**config.mk**
```make
export PLATFORM = sky130hd
export DESIGN_NAME = scif_top
export DESIGN_NICKNAME = d
export VERILOG_FILES = /design/src/rtl/scif_pkg.sv /design/src/rtl/scif_sync.sv /design/src/rtl/scif_mode_pick.sv /design/src/rtl/scif_engine.sv /design/src/rtl/scif_regs.sv /design/src/rtl/scif_top.sv
export SDC_FILE = /design/constraint.sdc
export NUM_CORES = 1
export LEC_CHECK = 0
export ABC_AREA = 1
export CORE_AREA = 5 5 131 71
export CTS_BUF_LIST = sky130_fd_sc_hd__clkbuf_4 sky130_fd_sc_hd__clkbuf_8 sky130_fd_sc_hd__clkbuf_16
export DETAILED_ROUTE_END_ITERATION = 6
export DIE_AREA = 0 0 136 76
export DONT_BUFFER_PORTS = 1
export GPL_TIMING_DRIVEN = 0
export HOLD_SLACK_MARGIN = 0.15
export PLACE_DENSITY = 0.67
export REMOVE_ABC_BUFFERS = 1
export SYNTH_ARGS = -nofsm -noshare
export SYNTH_HDL_FRONTEND = slang
export SYNTH_SLANG_ARGS = --single-unit
```
**constraint.sdc**
```tcl
create_clock -name clk -period 5.86 [get_ports clk]
set_input_delay 1.465 -clock clk [delete_from_list [all_inputs] [get_ports clk]]
set_output_delay 1.465 -clock clk [all_outputs]
set_load 0.05 [all_outputs]
```
**src/rtl/scif_pkg.sv**
```systemverilog
package scif_pkg;

    localparam int NREG     = 3;
    localparam int TEST_IDX = 2;
    localparam logic [5:0] DEV_CODE = 6'b101011;

    localparam logic [7:0] RST_MARK = 8'hC5;
    localparam logic [7:0] RST_SETS = 8'h2F;
    localparam logic [7:0] RST_TEST = 8'h00;

    typedef enum logic [1:0] {
        PH_HDR  = 2'd0,
        PH_ADDR = 2'd1,
        PH_DATA = 2'd2
    } phase_t;

    typedef struct packed {
        logic       valid;
        logic [1:0] addr;
        logic [7:0] data;
    } wr_req_t;

    function automatic logic [7:0] reg_default(input int idx);
        case (idx)
            0:       return RST_MARK;
            1:       return RST_SETS;
            default: return RST_TEST;
        endcase
    endfunction

    function automatic logic reg_lockable(input int idx);
        return idx != TEST_IDX;
    endfunction

    function automatic logic [1:0] addr_step(input logic [1:0] a);
        return (int'(a) >= NREG - 1) ? 2'd0 : a + 2'd1;
    endfunction

endpackage

```
**src/rtl/scif_sync.sv**
```systemverilog
module scif_sync #(
    parameter int W = 3
) (
    input  logic         clk,
    input  logic         rst,
    input  logic [W-1:0] din,
    output logic [W-1:0] lvl,
    output logic [W-1:0] rise,
    output logic [W-1:0] fall
);
    logic [W-1:0] s1, s2, s3;

    always_ff @(posedge clk) begin
        if (rst) begin
            s1 <= '0;
            s2 <= '0;
            s3 <= '0;
        end else begin
            s1 <= din;
            s2 <= s1;
            s3 <= s2;
        end
    end

    assign lvl  = s2;
    assign rise = s2 & ~s3;
    assign fall = ~s2 & s3;
endmodule

```
**src/rtl/scif_mode_pick.sv**
```systemverilog
module scif_mode_pick #(
    parameter int PRESCALE = 512
) (
    input  logic clk,
    input  logic rst,
    input  logic sclk_lvl,
    output logic ready,
    output logic two_wire
);
    localparam int CW = (PRESCALE > 1) ? $clog2(PRESCALE) : 1;
    localparam logic [CW-1:0] LAST = CW'(PRESCALE - 1);

    logic [CW-1:0] cnt;

    always_ff @(posedge clk) begin
        if (rst) begin
            cnt      <= '0;
            ready    <= 1'b0;
            two_wire <= 1'b0;
        end else if (!ready) begin
            if (cnt == LAST) begin
                ready    <= 1'b1;
                two_wire <= sclk_lvl;
            end else begin
                cnt <= cnt + 1'b1;
            end
        end
    end

    p_mode_hold_r2: assert property (@(posedge clk) disable iff (rst)
        (ready && $past(ready)) |-> $stable(two_wire));
endmodule

```
**src/rtl/scif_engine.sv**
```systemverilog
module scif_engine
    import scif_pkg::*;
(
    input  logic       clk,
    input  logic       rst,
    input  logic       mode_ok,
    input  logic       two_wire,
    input  logic       sclk_lvl,
    input  logic       sclk_rise,
    input  logic       sclk_fall,
    input  logic       sdi_lvl,
    input  logic       sdi_rise,
    input  logic       sdi_fall,
    input  logic       sel_lvl,
    input  logic [7:0] rd_data,
    output logic [1:0] rd_addr,
    output wr_req_t    wr,
    output logic       sdo_low
);
    phase_t     ph;
    logic       busy;
    logic [3:0] bcnt;
    logic [7:0] sh;
    logic       rw;
    logic [1:0] adr;
    logic [7:0] tx;
    logic       tx_on, tx_load;
    logic       ack_on, ack_due;

    logic [7:0] byte_in;
    logic       hdr_ok;

    assign byte_in = {sh[6:0], sdi_lvl};
    assign hdr_ok  = (byte_in[7:1] == {DEV_CODE, sel_lvl}) && !byte_in[0];
    assign rd_addr = adr;
    assign sdo_low = two_wire ? ack_on : (tx_on & ~tx[7]);

    always_ff @(posedge clk) begin
        if (rst) begin
            ph      <= PH_HDR;
            busy    <= 1'b0;
            bcnt    <= '0;
            sh      <= '0;
            rw      <= 1'b0;
            adr     <= '0;
            tx      <= '0;
            tx_on   <= 1'b0;
            tx_load <= 1'b0;
            ack_on  <= 1'b0;
            ack_due <= 1'b0;
            wr      <= '0;
        end else begin
            wr.valid <= 1'b0;
            if (!mode_ok) begin
                bcnt <= '0;
            end else if (!two_wire) begin
                ack_on  <= 1'b0;
                ack_due <= 1'b0;
                if (sel_lvl) begin
                    busy    <= 1'b0;
                    ph      <= PH_HDR;
                    bcnt    <= '0;
                    tx_on   <= 1'b0;
                    tx_load <= 1'b0;
                end else begin
                    busy <= 1'b1;
                    if (sclk_rise) begin
                        sh <= byte_in;
                        if (bcnt == 4'd7) begin
                            bcnt <= '0;
                            case (ph)
                                PH_HDR: begin
                                    rw <= byte_in[0];
                                    ph <= PH_ADDR;
                                end
                                PH_ADDR: begin
                                    adr     <= byte_in[1:0];
                                    ph      <= PH_DATA;
                                    tx_load <= rw;
                                end
                                default: begin
                                    if (!rw) begin
                                        wr.valid <= 1'b1;
                                        wr.addr  <= adr;
                                        wr.data  <= byte_in;
                                    end
                                    adr     <= addr_step(adr);
                                    tx_load <= rw;
                                end
                            endcase
                        end else begin
                            bcnt <= bcnt + 4'd1;
                        end
                    end
                    if (sclk_fall) begin
                        if (tx_load) begin
                            tx      <= rd_data;
                            tx_on   <= 1'b1;
                            tx_load <= 1'b0;
                        end else begin
                            tx <= {tx[6:0], 1'b0};
                        end
                    end
                end
            end else begin
                tx_on   <= 1'b0;
                tx_load <= 1'b0;
                if (sclk_lvl && sdi_fall) begin
                    busy    <= 1'b1;
                    ph      <= PH_HDR;
                    bcnt    <= '0;
                    ack_due <= 1'b0;
                    ack_on  <= 1'b0;
                end else if (sclk_lvl && sdi_rise) begin
                    busy    <= 1'b0;
                    ack_due <= 1'b0;
                    ack_on  <= 1'b0;
                end else begin
                    if (sclk_rise && busy) begin
                        if (bcnt == 4'd8) begin
                            bcnt <= '0;
                        end else begin
                            sh   <= byte_in;
                            bcnt <= bcnt + 4'd1;
                            if (bcnt == 4'd7) begin
                                case (ph)
                                    PH_HDR: begin
                                        if (hdr_ok) begin
                                            ack_due <= 1'b1;
                                            ph      <= PH_ADDR;
                                        end else begin
                                            busy <= 1'b0;
                                        end
                                    end
                                    PH_ADDR: begin
                                        adr     <= byte_in[1:0];
                                        ph      <= PH_DATA;
                                        ack_due <= 1'b1;
                                    end
                                    default: begin
                                        wr.valid <= 1'b1;
                                        wr.addr  <= adr;
                                        wr.data  <= byte_in;
                                        adr      <= addr_step(adr);
                                        ack_due  <= 1'b1;
                                    end
                                endcase
                            end
                        end
                    end
                    if (sclk_fall) begin
                        ack_on  <= ack_due;
                        ack_due <= 1'b0;
                    end
                end
            end
        end
    end

    p_wr_gated_r2: assert property (@(posedge clk) disable iff (rst)
        wr.valid |-> mode_ok);

    p_sel_release_r6: assert property (@(posedge clk) disable iff (rst)
        (mode_ok && !two_wire && sel_lvl) |=> !sdo_low);

    p_ack_mode_r7: assert property (@(posedge clk) disable iff (rst)
        ack_on |-> two_wire);
endmodule

```
**src/rtl/scif_regs.sv**
```systemverilog
module scif_regs
    import scif_pkg::*;
(
    input  logic       clk,
    input  logic       rst,
    input  logic       lock,
    input  wr_req_t    wr,
    input  logic [1:0] rd_addr,
    output logic [7:0] rd_data,
    output logic [7:0] q_mark,
    output logic [7:0] q_sets,
    output logic [7:0] q_test
);
    logic [7:0] regs [NREG];

    always_ff @(posedge clk) begin
        for (int i = 0; i < NREG; i++) begin
            if (rst)
                regs[i] <= reg_default(i);
            else if (lock && reg_lockable(i))
                regs[i] <= reg_default(i);
            else if (wr.valid && int'(wr.addr) == i)
                regs[i] <= wr.data;
        end
    end

    always_comb begin
        rd_data = '0;
        for (int i = 0; i < NREG; i++)
            if (int'(rd_addr) == i) rd_data = regs[i];
    end

    assign q_mark = regs[0];
    assign q_sets = regs[1];
    assign q_test = regs[TEST_IDX];

    generate
        for (genvar g = 0; g < NREG; g++) begin : g_lock_chk
            if (reg_lockable(g)) begin : g_on
                p_lock_hold_r9: assert property (@(posedge clk) disable iff (rst)
                    lock |=> (regs[g] == reg_default(g)));
            end
        end
    endgenerate
endmodule

```
**src/rtl/scif_top.sv**
```systemverilog
module scif_top
    import scif_pkg::*;
#(
    parameter int PRESCALE = 512
) (
    input  logic       clk,
    input  logic       rst,
    input  logic       sclk,
    input  logic       sdi,
    input  logic       sel_a0,
    input  logic       lock,
    output logic       sdo_low,
    output logic       mode_ready,
    output logic       mode_2wire,
    output logic [8:0] mark_word,
    output logic [1:0] rate_sel,
    output logic [1:0] bw_sel,
    output logic       zc_sync_en,
    output logic       timeout_dis,
    output logic       power_down,
    output logic [7:0] test_bits
);
    logic [2:0] lvl, rise, fall;
    logic [7:0] rd_data, q_mark, q_sets, q_test;
    logic [1:0] rd_addr;
    wr_req_t    wr;

    scif_sync #(.W(3)) u_sync (
        .clk (clk),
        .rst (rst),
        .din ({sel_a0, sdi, sclk}),
        .lvl (lvl),
        .rise(rise),
        .fall(fall)
    );

    scif_mode_pick #(.PRESCALE(PRESCALE)) u_mode (
        .clk     (clk),
        .rst     (rst),
        .sclk_lvl(lvl[0]),
        .ready   (mode_ready),
        .two_wire(mode_2wire)
    );

    scif_engine u_eng (
        .clk      (clk),
        .rst      (rst),
        .mode_ok  (mode_ready),
        .two_wire (mode_2wire),
        .sclk_lvl (lvl[0]),
        .sclk_rise(rise[0]),
        .sclk_fall(fall[0]),
        .sdi_lvl  (lvl[1]),
        .sdi_rise (rise[1]),
        .sdi_fall (fall[1]),
        .sel_lvl  (lvl[2]),
        .rd_data  (rd_data),
        .rd_addr  (rd_addr),
        .wr       (wr),
        .sdo_low  (sdo_low)
    );

    scif_regs u_regs (
        .clk    (clk),
        .rst    (rst),
        .lock   (lock),
        .wr     (wr),
        .rd_addr(rd_addr),
        .rd_data(rd_data),
        .q_mark (q_mark),
        .q_sets (q_sets),
        .q_test (q_test)
    );

    assign mark_word   = {q_sets[0], q_mark};
    assign rate_sel    = q_sets[2:1];
    assign bw_sel      = q_sets[4:3];
    assign zc_sync_en  = q_sets[5];
    assign timeout_dis = q_sets[6];
    assign power_down  = q_sets[7];
    assign test_bits   = q_test;
endmodule

```
==> metrics.yaml <==
fillers: 783
die_w_um: 136
whs_endpoint: "u_sync.lvl[0]$_SDFF_PP0_"
antenna_found_initial: 0
tns_ns: 0
drt_first_pass_iters: 5
grt_max_degree: 39
synth_top_cell_area_share_pct: 27.7
seq_area_frac_synth_pct: 44.6
maxSlewViolCount: 0
vias: 3842
outcome: "complete, no violations"
drt-total-wl_um: 11100
layout_common_cells: "nand2_1, nor2_1, inv_1"
synth_top_area_cell: "dfxtp_1"
grt_pass1_vias: 3501
worst_path_dominant_cell_family: "compound AO/OA/AOI/OAI gates"
htreeDepth: 3
track_usage_pct: 22.4
fmax_ghz: 0.301
ant_nets: 0
utilization_pct: 55.6
cts_tree: "yes"
syn2layout_area_growth_pct: 7.05
hpwlAfterDp_um: 8030
root_buffer: "clkbuf_16"
drt-initial-drc-count: 343
reg2regPathDepth: 8
rsz0062_at_grt: "no"
synth_area_um2: 4260
coreArea_um2: 8200
yosys_warnings: 0
period_minus_slack_ns: 3.32
n_antenna_cell: 0
die_h_um: 76
endpoint_kind: "output pin"
min_period_over_period_pct: 56.6
power.density_nw_per_um2: 258
synth-edff-count: 24
postCtsResizedCells: 0
r2r_slack_ns: 3.47
grt_first_pass_wirelength_um: 18100
cts_hold_buffers: 0
slew_headroom_pct: 19.2
cp_num_buf_inv: 0
cts_setup_buffers: 0
port_buffers: 0
final_common_cell: "nand2_1"
vias_per_cell: 5.53
start_kind: "flip-flop"
slowest_stage: "o31ai_2"
avgSynthCellArea_um2: 7.30
clkTransAtPathRegs_ns: 0.06
insertion_delay_ns: 0.34
rr_endpoint: "u_eng.ph[1]$_SDFFE_PP0P_"
crit_path_cell_trace: "o31ai_2"
min_path_type: "reg -> reg"
startpoint: "u_mode.two_wire$_SDFFE_PP0P_"
holdPathStages: 2
peakVddDrop_mv: 0.138
cts_sinks: 83
setup_viol: 0
overflow: 0
ios: 33
cts_buffer_depth: 2
final_nets: 583
ys_dominant_reg_cell: "dfxtp_1"
drc: 0
cp_max_fo: 25
fin_skew_ns: 0.00750
hold_viol: 0
crit_arrival_ns: 1.85
synthArstFlopShare_pct: 0
min_from: "u_sync.s1[0]$_SDFF_PP0_"
reg2reg_from: "u_eng.bcnt[0]$_SDFFE_PP0P_"
critPathKind: "reg -> out"
required_ns: 4.39
wl_per_cell_um: 15.9
die_area_um2: 10300
drv_cap: 0
synthCells: 584
synth_cell_type_count: 36
synth-seq-cells: 83
leakage_nw: 1.73
cts_inserted_buffers: 9
tightest_slew_ns: 1.20
synth_area_leaders: "dfxtp_1, edfxtp_1, nand2_1, nor2_1, inv_1"
row_count: 24
drive_above_1_share_pct: 7.96
routabilityCongestion: 0.934
slowest_delay_ns: 0.93
start_util_pct: 52.0
-- layer usage --
layer	global-route usage, %	wire length [um]	share of wire [%]
met1	34.6	5460	49
met2	28.5	4330	39
met3	8.51	1190	11
met4	6.24	93	0.84
met5	0	0	0
-- cells in the mapped netlist, types with 2 or more instances --
cell type	instances
a211oi_1	2
a21oi_1	28
buf_2	7
buf_4	2
buf_6	4
clkbuf_1	8
dfxtp_1	59
edfxtp_1	24
ha_1	4
inv_1	60
inv_2	2
nand2_1	131
nand2_2	8
nand2_4	2
nand3_1	43
nand4_1	14
nor2_1	98
nor2_2	7
nor2_4	3
nor3_1	19
nor3_4	2
nor4_1	2
o21ai_0	38
o221ai_1	2
o31ai_1	4
-- power by group --
| group | leakage, nW | total, W | switching [W] | internal [W] |
|---|---|---|---|---|
| registers | 0.700 | 0.000626 | 0.0000272 | 0.000599 |
| clock network | 0.122 | 0.000526 | 0.000238 | 0.000288 |
| logic | 0.906 | 0.0000269 | 0.0000199 | 0.00000695 |
-- area by class of cell --
type                       instances  area (um2)  share of cell area (%)
sequential                        83        1900                    41.7
clock inverter                     7        51.3                    1.12
tap                              117         146                    3.21
clock buffer                       9         225                    4.94
inverter                          63         236                    5.18
multi-input combinational        416        2000                    43.8
-- metrics by stage --
stage                     total power, W  worst slack (ns)  hold WS, ns  cells  area (um2)
after CTS                        0.00119              2.20        0.405    695        4560
after global routing             0.00122              2.52        0.415    695        4560
final                            0.00118              2.54        0.403    695        4560
after global placement          0.000665              2.16        0.396    679        4280
after floorplan                 0.000656              2.37        0.388    562        4130
after detailed placement        0.000666              2.53        0.397    679        4280
-- state kept, by name, indices dropped and copies added (netlist names), 3 cells and up --
name,count
u_regs.regs,24
u_eng.wr,11
u_mode.cnt,9
u_eng.tx,8
u_eng.sh,7
u_eng.bcnt,4
u_sync.lvl,3
u_sync.s1,3
-- worst max-delay path by stage --
stage / endpoint / slack, ns / depth (start not counted)
5_1_grt: sdo_low / 2.52 / 1
6_report: sdo_low / 2.54 / 1
2_1_floorplan: sdo_low / 2.37 / 1
3_3_place_gp: sdo_low / 2.16 / 1
4_1_cts: sdo_low / 2.20 / 1
3_5_place_dp: u_regs.regs[0][1]$_SDFFCE_PN0P_ / 2.53 / 5
-- kinds of logic after synthesis --
logic type / share of synthesized area, %
AOI/OAI and AO/OA: 9.72
adders and majority gates: 1.17
buffers and inverters: 8.57
DFF: 44.6
and+or+nand+nor: 35.9
Power figures use the tool's default switching activity.
